### src/rtl/gapf_pkg.sv
package gapf_pkg;
    typedef enum logic {
        ST_IDLE = 1'b0,
        ST_SCAN = 1'b1
    } gapf_state_e;
endpackage

### src/rtl/gapf_hole_fit.sv
// Decides whether the span [lo, hi) is at least `need` sectors long.
module gapf_hole_fit #(
    parameter int W = 9
) (
    input  logic [W-1:0] lo,
    input  logic [W-1:0] hi,
    input  logic [W-1:0] need,
    output logic         fits
);
    logic [W-1:0] span;

    always_comb begin
        span = hi - lo;
        fits = (hi >= lo) && (span >= need);
    end
endmodule

### src/rtl/gapf_used_conv.sv
// Converts the raw sum of entry lengths to the selected used-count convention.
module gapf_used_conv #(
    parameter int W        = 9,
    parameter int DIR_SECS = 2
) (
    input  logic [W-1:0] sum,
    input  logic         with_dir,
    output logic [W-1:0] total
);
    localparam logic [W-1:0] DirOffs = W'(DIR_SECS);

    always_comb begin
        total = with_dir ? (sum + DirOffs) : sum;
    end
endmodule

### src/rtl/gapf_scan.sv
module gapf_scan
    import gapf_pkg::*;
#(
    parameter int SECTORS     = 256,
    parameter int DIR_SECTORS = 2,
    parameter int MAX_ENTRIES = 32,
    localparam int SECW = $clog2(SECTORS + 1),
    localparam int IDXW = $clog2(MAX_ENTRIES),
    localparam int CNTW = $clog2(MAX_ENTRIES + 1)
) (
    input  logic            clk,
    input  logic            rst_n,
    input  logic            start,
    input  logic [SECW-1:0] req_count,
    input  logic [CNTW-1:0] entry_total,
    input  logic            count_with_dir,
    output logic [IDXW-1:0] rd_index,
    input  logic [SECW-1:0] rd_start,
    input  logic [SECW-1:0] rd_count,
    output logic            done,
    output logic            found,
    output logic [SECW-1:0] result_start,
    output logic [SECW-1:0] used_count
);
    localparam logic [SECW-1:0] FirstFree = SECW'(DIR_SECTORS);
    localparam logic [SECW-1:0] MediumEnd = SECW'(SECTORS);

    typedef struct packed {
        gapf_state_e     state;
        logic [CNTW-1:0] idx;
        logic [CNTW-1:0] total;
        logic [SECW-1:0] cursor;
        logic [SECW-1:0] acc;
        logic [SECW-1:0] req;
        logic            mode;
        logic            hit;
        logic [SECW-1:0] hit_at;
        logic            done;
        logic            out_found;
        logic [SECW-1:0] out_start;
        logic [SECW-1:0] out_used;
    } gapf_regs_t;

    gapf_regs_t r_d, r_q;

    logic            mid_fits;
    logic            tail_fits;
    logic [SECW-1:0] used_conv;

    gapf_hole_fit #(.W(SECW)) u_mid_fit (
        .lo   (r_q.cursor),
        .hi   (rd_start),
        .need (r_q.req),
        .fits (mid_fits)
    );

    gapf_hole_fit #(.W(SECW)) u_tail_fit (
        .lo   (r_q.cursor),
        .hi   (MediumEnd),
        .need (r_q.req),
        .fits (tail_fits)
    );

    gapf_used_conv #(.W(SECW), .DIR_SECS(DIR_SECTORS)) u_used (
        .sum      (r_q.acc),
        .with_dir (r_q.mode),
        .total    (used_conv)
    );

    always_comb begin
        r_d      = r_q;
        r_d.done = 1'b0;
        case (r_q.state)
            ST_IDLE: begin
                if (start) begin
                    r_d.state  = ST_SCAN;
                    r_d.idx    = '0;
                    r_d.total  = entry_total;
                    r_d.cursor = FirstFree;
                    r_d.acc    = '0;
                    r_d.req    = req_count;
                    r_d.mode   = count_with_dir;
                    r_d.hit    = 1'b0;
                    r_d.hit_at = '0;
                end
            end
            ST_SCAN: begin
                if (r_q.idx < r_q.total) begin
                    // one entry per cycle: test the hole in front of it, then move past it
                    if (!r_q.hit && mid_fits) begin
                        r_d.hit    = 1'b1;
                        r_d.hit_at = r_q.cursor;
                    end
                    r_d.cursor = rd_start + rd_count;
                    r_d.acc    = r_q.acc + rd_count;
                    r_d.idx    = r_q.idx + 1'b1;
                end else begin
                    // all entries consumed: the run up to the medium end is the last candidate
                    r_d.state     = ST_IDLE;
                    r_d.done      = 1'b1;
                    r_d.out_found = r_q.hit || tail_fits;
                    if (r_q.hit) begin
                        r_d.out_start = r_q.hit_at;
                    end else if (tail_fits) begin
                        r_d.out_start = r_q.cursor;
                    end else begin
                        r_d.out_start = '0;
                    end
                    r_d.out_used = used_conv;
                end
            end
            default: r_d.state = ST_IDLE;
        endcase
    end

    always_ff @(posedge clk) begin
        if (!rst_n) begin
            r_q <= '0;
        end else begin
            r_q <= r_d;
        end
    end

    assign rd_index     = r_q.idx[IDXW-1:0];
    assign done         = r_q.done;
    assign found        = r_q.out_found;
    assign result_start = r_q.out_start;
    assign used_count   = r_q.out_used;
endmodule

### config.mk
export PLATFORM = sky130hd
export DESIGN_NAME = gapf_scan
export DESIGN_NICKNAME = d
export VERILOG_FILES = /design/src/rtl/gapf_pkg.sv /design/src/rtl/gapf_hole_fit.sv /design/src/rtl/gapf_used_conv.sv /design/src/rtl/gapf_scan.sv
export SDC_FILE = /design/constraint.sdc
export NUM_CORES = 1
export LEC_CHECK = 0
export CORE_MARGIN = 2
export CORE_UTILIZATION = 30
export DETAILED_ROUTE_END_ITERATION = 16
export DONT_BUFFER_PORTS = 1
export PLACE_DENSITY = 0.49
export SYNTH_ARGS = -nofsm -noshare
export SYNTH_HDL_FRONTEND = slang
export SYNTH_SLANG_ARGS = --single-unit
### constraint.sdc
create_clock -name clk -period 3.5 [get_ports clk]
set_clock_uncertainty 0.15 [all_clocks]
set_input_delay 1.05 -clock clk [delete_from_list [all_inputs] [get_ports clk]]
set_output_delay 1.05 -clock clk [all_outputs]
set_load 0.01 [all_outputs]
==> results by group, run 1 <==
Run status
  • Outcome: complete, no violations

Layout
  • Layout cell share with drive strength beyond 1: 10.7%
  • Post-layout nets: 651
  • Most common cell after layout, fill and taps aside: nand2_1
  • Commonest non-fill, non-tap cells in the layout: nand2_1 (79), dfxtp_1 (71), ha_1 (51)
  • ANT cells: 0
  • Area Growth Syn to Fin: 10.1%

CTS
  • Clock Tree Buf Depth: 2
  • TritonCTS clock tree: done
  • Clk sinks: 71
  • Worst skew pair latency: 0.34 ns
  • Clock root buffer: clkbuf_16
  • CTS Buf Count: 9
  • Clock-pin slew on the worst setup and hold paths: 0.06 ns
  • Number of H-tree levels: 3

Drt
  • DR vias/cell: 5.01
  • Antenna Nets Post-Route: 0
  • Via count of the routed design: 3904
  • WL final: 12700 um
  • DRC violations left: 0
  • DR iter-0 viols: 156
  • Wirelength per Cell: 16.3 um
  • TritonRoute pass-1 iters: 4

Pwr
  • Leak Pwr: 2.01 nW
  • IR drop worst, VDD: 0.239 mV
  • Pwr Density: 456 mW/mm2
  • Power Total: 2.39 mW

Timing
  • Slew at the pin with the worst max-slew slack: 0.704 ns
  • Slew Limit Fails: 0
  • Hold_ws: 0.305 ns
  • Final Hold Fails: 0
  • Slew HR: 53.0%
  • RSZ-0062 raised after global routing: yes
  • Fmax: 298 MHz
  • Final min period: 3.36 ns
  • Final setup vio count: 0
  • Final Cycle Share: 96.0%

Global routing
  • Initial antenna violation count: 0
  • Gr usage total: 15.5%
  • Vias in the first global route: 3852
  • GR Overflow Total: 0
  • Largest net degree at the start of global routing: 33
  • Global-route wire length before repair: 20100 um

Setup path
  • Arr. time, crit path: 3.48 ns
  • Largest fanout on the critical path: 5
  • CP endpoint kind: flop
  • Crit start category: primary input
  • Critical path type: in2reg
  • WP data required: 3.62 ns
  • Worst path buffer plus inverter count: 3
  • CP delay by family, top: compound AO/OA/AOI/OAI gates
  • Critical path's largest stage delay: 0.33 ns
  • Crit-path cells: inv_2, ha_4, inv_2, fa_2, a21o_1, a21oi_4, o21bai_1, a21oi_1, xnor2_1, ha_1, a21oi_1, o22ai_1, o221ai_2, buf_4, mux2i_1
  • Slowest-stage cell, CP: fa_2

Floorplanning
  • Die footprint: 0.0169 mm2
  • Row count: 46
  • Core Area: 0.0157 mm2
  • DIE WIDTH: 130 um
  • I/O Pins: 62
  • Die height: 130 um
  • Initial core utilization: 30.3%

Yosys
  • Yosys cell types: 53
  • Yosys reg bits: 71
  • Mapped Cells: 576
  • Avg Cell Area, Syn: 8.26 um2
  • Synth Warn #: 0
  • EDFF count, synth: 0
  • Synth Flop Type: dfxtp_1
  • Syn nets: 668
  • Post-synthesis sequential area ratio: 29.9%
  • Mapped Area: 0.00476 mm2
  • Asr flop ratio synth: 0%

Worst hold path
  • Hold crit path type: reg2reg

Place
  • Gpl congestion: 0.893
  • I/O Buffers: 0
  • Hpwl dp: 9760 um

Run
  • Max Cap Viol: 0
## cells in the mapped netlist, types with 7 or more instances
cell | instances | share of area, %
a211oi_1 | 9 | 1.4
buf_4 | 25 | 3.9
xnor2_1 | 20 | 3.7
nand3_1 | 27 | 2.8
inv_1 | 36 | 2.8
nand4_1 | 12 | 1.6
nor2_1 | 39 | 3.1
o22ai_1 | 7 | 0.92
dfxtp_1 | 71 | 30
ha_1 | 52 | 14
clkbuf_1 | 16 | 1.3
nor3_1 | 7 | 0.74
o21ai_0 | 19 | 2.0
nand2_1 | 79 | 6.2
mux2i_1 | 16 | 3.4
xor2_1 | 10 | 1.8
a21oi_1 | 43 | 4.5
## tightest hold or removal path: cells and delay by family (launching register included)
kind,cells,cell delay (ns)
flip-flops,1,0.31
AND/OR/NAND/NOR,1,0.05
AO/OA/AOI/OAI,1,0.05
## cells by family (layout without fill, tap and decap cells)
kind of cell | count (synthesis) | after routing | synth area share, %
DFF | 71 | 71 | 29.9
buffers and inverters | 86 | 73 | 9.15
AOI/OAI and AO/OA | 125 | 125 | 17.9
muxes | 21 | 21 | 4.55
adders and majority gates | 55 | 55 | 14.9
and+or+nand+nor | 188 | 188 | 18.0
xor gates and xnor gates | 30 | 30 | 5.52
## path summary, 6_finish.rpt
| path | from | end | slack, ns | cells after the start |
|---|---|---|---|---|
| max | rd_start[0] | r_q[26] | 0.14 | 15 |
| min | r_q[38] | r_q[38] | 0.30 | 2 |
| max reg2reg | r_q[50] | r_q[26] | 0.40 | 14 |
| min reg2reg | r_q[38] | r_q[38] | 0.30 | 2 |
## routing by layer
layer  wire length [um]  track usage, %  share of wire [%]  up-vias
met5                  0               0                  0        -
met3                658            4.26                5.2       14
li1                   -               -                  -     1981
met1               6120            20.6                 48     1842
met4                259            6.20                2.0        0
met2               5630            23.9                 44       67
## per-stage QoR
step,setup WS (ns),cells,cell area [um2],util [%],TNS [ns]
6_report,0.140,779,5240,33.3,0
5_1_grt,-0.0345,779,5240,33.3,-0.0578
4_1_cts,0.108,778,5200,33.1,0
3_5_place_dp,-0.246,763,4900,31.2,-2.35
3_3_place_gp,-0.190,763,4900,31.2,-1.85
2_1_floorplan,0.0227,576,4780,-,0
## power by group
group / switching (mW) / leakage [nW] / internal (mW)
Combinational: 0.330 / 1.29 / 0.234
Clock: 0.352 / 0.145 / 0.586
Sequential: 0.0410 / 0.577 / 0.846
Total: 0.723 / 2.01 / 1.67
## cell type report
class / instances / area [um2]
inverters: 37 / 139
multi-input cells: 419 / 2950
well taps: 216 / 270
fillers: 1657 / 10500
repair buffers: 21 / 161
flip-flops and latches: 71 / 1420
clock inverters: 3 / 42.5
clock buffers: 12 / 256
## registers in the layout, indices dropped and copies added, names as in the netlist
register      cells
r_q              46
result_start      9
used_count        9
rd_index          5
done              1
found             1
## timing repair
item,4_1_cts,5_1_grt
setup buffers,0,0
resized for setup,0,7
endpoints found under the setup margin,0,10
hold buffers,0,0
(Power assumes the default switching activity.)
==> run 2, diff against run 1 <==
--- a/config.mk
+++ b/config.mk
@@ -9,7 +9,8 @@
 export CORE_UTILIZATION = 30
 export DETAILED_ROUTE_END_ITERATION = 16
 export DONT_BUFFER_PORTS = 1
-export PLACE_DENSITY = 0.49
+export PLACE_DENSITY = 0.48
+export RECOVER_POWER = 25
 export SYNTH_ARGS = -nofsm -noshare
 export SYNTH_HDL_FRONTEND = slang
 export SYNTH_SLANG_ARGS = --single-unit
==> constraint.sdc (replaced) <==
create_clock -name clk -period 4.25 [get_ports clk]
set_clock_uncertainty 0.15 [all_clocks]
set_input_delay 1.275 -clock clk [delete_from_list [all_inputs] [get_ports clk]]
set_output_delay 1.275 -clock clk [all_outputs]
set_load 0.01 [all_outputs]
==> run 2 against run 1 <==
  * Sequential power fell by 17%
  * Register-to-register slack better by 0.16 ns
  * Non-clock buffer count is 13 lower
  * Routed wire length decreased by 2.6%
  * Final cell count fell by 1.5%
  * Flip-flop and latch count unchanged
  * Critical path type unchanged
  * Highest routed layer unchanged
==> results by group, run 2 (synthesized netlist as in run 1, its figures left out) <==
CTS
  • Clock root buffer: clkbuf_16
  • Clk sinks: 71
  • Clock Tree Buf Depth: 2
  • TritonCTS clock tree: done
  • Post-CTS setup buffer count: 0
  • Post-CTS sizing: 0
  • Cts hold-fix bufs: 0
  • Worst skew pair latency: 0.34 ns
  • CTS Buf Count: 9
  • Number of H-tree levels: 3
  • Clock-pin slew on the worst setup and hold paths: 0.06 ns

Drt
  • Via count of the routed design: 3841
  • TritonRoute pass-1 iters: 4
  • Antenna Nets Post-Route: 0
  • Wirelength per Cell: 16.1 um
  • DR iter-0 viols: 161
  • DR vias/cell: 5.01
  • DRC violations left: 0
  • WL final: 12300 um

Global routing
  • Vias in the first global route: 3780
  • Largest net degree at the start of global routing: 33
  • Global-route wire length before repair: 19800 um
  • Initial antenna violation count: 0
  • GR Overflow Total: 0
  • Gr usage total: 15.3%

Floorplanning
  • I/O Pins: 62
  • DIE WIDTH: 130 um
  • Die footprint: 0.0169 mm2
  • Core Area: 0.0157 mm2
  • Initial core utilization: 30.3%
  • Row count: 46
  • Die height: 130 um

Place
  • Hpwl dp: 9240 um
  • I/O Buffers: 0
  • Gpl congestion: 0.900
  • Placed instance area: 0.00479 mm2

Layout
  • FF/Latch Area: 0.00142 mm2
  • Post-route cell area: 0.00511 mm2
  • Layout cell share with drive strength beyond 1: 7.26%
  • Most common cell after layout, fill and taps aside: nand2_1
  • Max reg flops: 46
  • Most flops, register: r_q
  • Area Growth Syn to Fin: 7.36%
  • ANT cells: 0
  • Multi-input combinational cell area: 0.00290 mm2
  • Fillcell total: 1640
  • Post-layout nets: 638
  • Commonest non-fill, non-tap cells in the layout: nand2_1 (79), dfxtp_1 (71), ha_1 (52)

Setup path
  • Worst path buffer plus inverter count: 3
  • Crit start category: primary input
  • CP delay by family, top: compound AO/OA/AOI/OAI gates
  • Slowest-stage cell, CP: fa_1
  • Critical path type: in2reg
  • CP endpoint kind: flop
  • Largest fanout on the critical path: 10
  • WP data required: 4.37 ns
  • Critical path's largest stage delay: 0.41 ns
  • R2R setup slack: 0.56 ns
  • Crit-path cells: inv_1, ha_1, inv_1, fa_1, a21o_1, a21oi_1, o21ai_0, nor2_1, xnor2_1, ha_1, a21oi_1, o22ai_1, o221ai_1, buf_4, mux2i_1
  • Arr. time, crit path: 4.04 ns

Timing
  • Slew Limit Fails: 0
  • Final setup vio count: 0
  • RSZ-0062 raised after global routing: no
  • Final Hold Fails: 0
  • Slew HR: 43.5%
  • Final Cycle Share: 92.1%
  • Final min period: 3.91 ns
  • Slew at the pin with the worst max-slew slack: 0.845 ns
  • Setup TNS: 0 ns
  • Fmax: 255 MHz

Run
  • Max Cap Viol: 0

Run status
  • Outcome: complete, no violations

Pwr
  • IR drop worst, VDD: 0.243 mV
  • Pwr Density: 389 mW/mm2
  • Leak Pwr: 1.95 nW

Worst hold path
  • Hold crit path type: reg2reg
## run 2: cell types whose count changed in the layout (fill, tap and decap cells not counted), sizes merged
cell,previous run,this run
buf,21,8
clkbuf,12,10
bufinv,1,2
clkinv,2,3
clkinvlp,1,2
## run 2: final timing paths
| check | from | depth (start not counted) | to |
|---|---|---|---|
| setup / recovery | rd_start[0] | 15 | r_q[23] |
| hold / removal | r_q[36] | 2 | r_q[36] |
| setup reg to reg | r_q[49] | 14 | r_q[23] |
| hold reg to reg | r_q[36] | 2 | r_q[36] |
## run 2: cell type report
class / count / share of cell area, %
Multi-Input combinational cell: 419 / 56.8
Inverter: 37 / 2.72
Timing Repair Buffer: 8 / 1.18
Clock inverter: 6 / 1.67
Clock buffer: 10 / 4.48
Tap cell: 216 / 5.29
Sequential cell: 71 / 27.8
## run 2: worst reg2reg max path, stage by stage (launching register included)
cell,delay (ns)
dfxtp_1,0.66
ha_1,0.27
inv_1,0.06
fa_1,0.41
a21o_1,0.19
a21oi_1,0.27
o21ai_0,0.14
nor2_1,0.13
xnor2_1,0.14
ha_1,0.28
a21oi_1,0.16
o22ai_1,0.09
o221ai_1,0.22
buf_4,0.25
mux2i_1,0.21
## run 2: routing by layer
metal	part of all wire (%)	track usage, %
met5	0	0
met4	2.0	5.38
met3	8.3	6.27
met2	44	23.7
met1	46	19.1
## run 2: stage by stage
stage	util, %	power [mW]	hold slack (ns)	cells	worst slack, ns
finish	32.5	1.99	0.304	767	0.336
global route	32.5	2.11	0.332	767	0.122
CTS	32.5	2.01	0.305	767	0.360
detailed placement	30.5	1.18	0.297	751	0.0114
global placement	30.5	1.17	0.296	751	0.114
floorplan	-	1.10	0.283	576	0.376
## run 2: where the power goes
group	internal, mW	total (mW)	switching (mW)
Sequential	0.696	0.736	0.0393
Combinational	0.178	0.434	0.256
Clock	0.512	0.818	0.306
Total	1.39	1.99	0.601
==> run 3, diff against run 2 <==
--- a/config.mk
+++ b/config.mk
@@ -10,7 +10,7 @@
 export DETAILED_ROUTE_END_ITERATION = 16
 export DONT_BUFFER_PORTS = 1
 export PLACE_DENSITY = 0.48
-export RECOVER_POWER = 25
+export RECOVER_POWER = 50
 export SYNTH_ARGS = -nofsm -noshare
 export SYNTH_HDL_FRONTEND = slang
 export SYNTH_SLANG_ARGS = --single-unit
==> run 3 against run 2 <==
  * The run now ends with max-capacitance violations, max-slew violations left
  * Largest cell class unchanged
  * First-iteration DRC count decreased by 6.2%
  * Utilization decreased by 0.088 points
  * Worst hold slack about the same
  * Clock power about the same
  * Non-clock buffer count unchanged
==> results by group, run 3 (synthesized netlist as in run 1, its figures left out) <==
Global routing
  • Initial antenna violation count: 0
  • GR Overflow Total: 0
  • Gr usage total: 15.3%
  • Global-route wire length before repair: 19800 um
  • Vias in the first global route: 3780
  • Largest net degree at the start of global routing: 33

Place
  • Place WS: 0.0114 ns
  • Hpwl dp: 9240 um
  • Placed Cells: 751
  • I/O Buffers: 0
  • Gpl congestion: 0.900

Worst hold path
  • Hold Startpoint: r_q[58]
  • Hold crit path type: reg2reg
  • WHS Endpoint: r_q[58]
  • Hold Path Cell Cnt: 2

CTS
  • CTS Buf Count: 9
  • Worst skew pair latency: 0.34 ns
  • Clock-pin slew on the worst setup and hold paths: 0.06 ns
  • Post-CTS sizing: 0
  • Clock root buffer: clkbuf_16
  • Clock Tree Buf Depth: 2
  • TritonCTS clock tree: done
  • Clk sinks: 71
  • Cts hold-fix bufs: 0
  • Post-CTS setup buffer count: 0
  • Number of H-tree levels: 3

Drt
  • DR vias/cell: 5.02
  • Wirelength per Cell: 16.0 um
  • WL final: 12300 um
  • DR iter-0 viols: 151
  • Antenna Nets Post-Route: 0
  • TritonRoute pass-1 iters: 4
  • Via count of the routed design: 3852
  • DRC violations left: 0

Setup path
  • CP endpoint kind: flop
  • Arr. time, crit path: 4.05 ns
  • Crit-path cells: inv_1, ha_1, inv_1, fa_1, a21o_1, a21oi_1, o21ai_0, nor2_1, xnor2_1, ha_1, a21oi_1, o22ai_1, o221ai_1, buf_4, mux2i_1
  • Critical path type: in2reg
  • WP data required: 4.37 ns
  • Reg2Reg Depth: 14
  • R2r startpoint: r_q[49]
  • Largest fanout on the critical path: 10
  • Crit start category: primary input
  • R2r endpoint: r_q[23]
  • R2R setup slack: 0.54 ns
  • Slowest-stage cell, CP: fa_1
  • Critical path's largest stage delay: 0.41 ns

Timing
  • Final Cycle Share: 92.4%
  • Final worst setup slack: 0.321 ns
  • RSZ-0062 raised after global routing: no
  • Slew at the pin with the worst max-slew slack: 1.65 ns
  • Final min period: 3.93 ns
  • Fmax: 255 MHz
  • Slew Limit Fails: 33
  • Final Hold Fails: 0
  • Slew HR: -10.1%
  • Final setup vio count: 0
  • Setup TNS: 0 ns

Layout
  • Layout cell share with drive strength beyond 1: 6.72%
  • ANT cells: 0
  • Layout Cells excl Fill: 767
  • Most flops, register: r_q
  • Area Growth Syn to Fin: 7.08%
  • Post-layout nets: 638
  • Commonest non-fill, non-tap cells in the layout: nand2_1 (79), dfxtp_1 (71), ha_1 (52)
  • Fillcell total: 1643
  • Max reg flops: 46
  • Multi-input combinational cell area: 0.00290 mm2
  • Most common cell after layout, fill and taps aside: nand2_1
  • FF/Latch Area: 0.00142 mm2

Floorplanning
  • DIE WIDTH: 130 um
  • Initial core utilization: 30.3%
  • Row count: 46
  • I/O Pins: 62
  • Die footprint: 0.0169 mm2
  • Die height: 130 um
  • Core Area: 0.0157 mm2

Pwr
  • Leak Pwr: 1.94 nW
  • IR drop worst, VDD: 0.243 mV
  • Pwr Density: 390 mW/mm2

Run status
  • Outcome: finished, violations left
  • Failing checks: max-capacitance violations, max-slew violations

Run
  • Max Cap Viol: 1
## run 3: cell count changes in the layout (fill, tap and decap cells not counted)
cell and change:
o22ai_2 -1, o22ai_1 +1, buf_4 -2, clkbuf_1 +2
## run 3: critical path, delay by kind of cell
family,cells,cell delay [ns]
buffers and inverters,3,0.36
and+or+nand+nor,1,0.13
muxes,1,0.21
AOI/OAI and AO/OA,6,1.08
adders and majority gates,3,0.85
xor gates and xnor gates,1,0.14
## run 3: area by class of cell
class | count | share of cell area (%)
Clock buffer | 10 | 4.50
Inverter | 37 | 2.73
Clock inverter | 6 | 1.67
Multi-Input combinational cell | 419 | 56.9
Sequential cell | 71 | 27.9
Tap cell | 216 | 5.31
Timing Repair Buffer | 8 | 1.03
## run 3: worst max path at each step
stage	from	endpoint	depth (start not counted)
2_1_floorplan	rd_start[0]	r_q[20]	15
3_3_place_gp	rd_start[0]	r_q[22]	15
3_5_place_dp	rd_start[0]	r_q[23]	15
4_1_cts	rd_start[0]	r_q[23]	15
5_1_grt	rd_start[0]	r_q[26]	15
6_report	rd_start[0]	r_q[23]	15
## run 3: where the power goes
group	internal, mW	switching [mW]
Sequential	0.696	0.0391
Clock	0.512	0.305
Combinational	0.177	0.256
Total	1.39	0.599
## run 3: through the flow
stage                     power (mW)  instance area [um2]  utilization [%]  hold slack (ns)
after global routing            2.11                 5090             32.4            0.332
final                           1.99                 5090             32.4            0.304
after CTS                       2.01                 5110             32.5            0.305
after floorplan                 1.10                 4760                -            0.283
after global placement          1.17                 4790             30.5            0.296
after detailed placement        1.18                 4790             30.5            0.297
## run 3: routing by layer
metal	vias up	routed length (um)	track usage (%)
met5	-	0	0
met4	0	242	5.38
met3	19	1000	6.27
met2	90	5390	23.7
met1	1785	5660	19.1
li1	1958	-	-
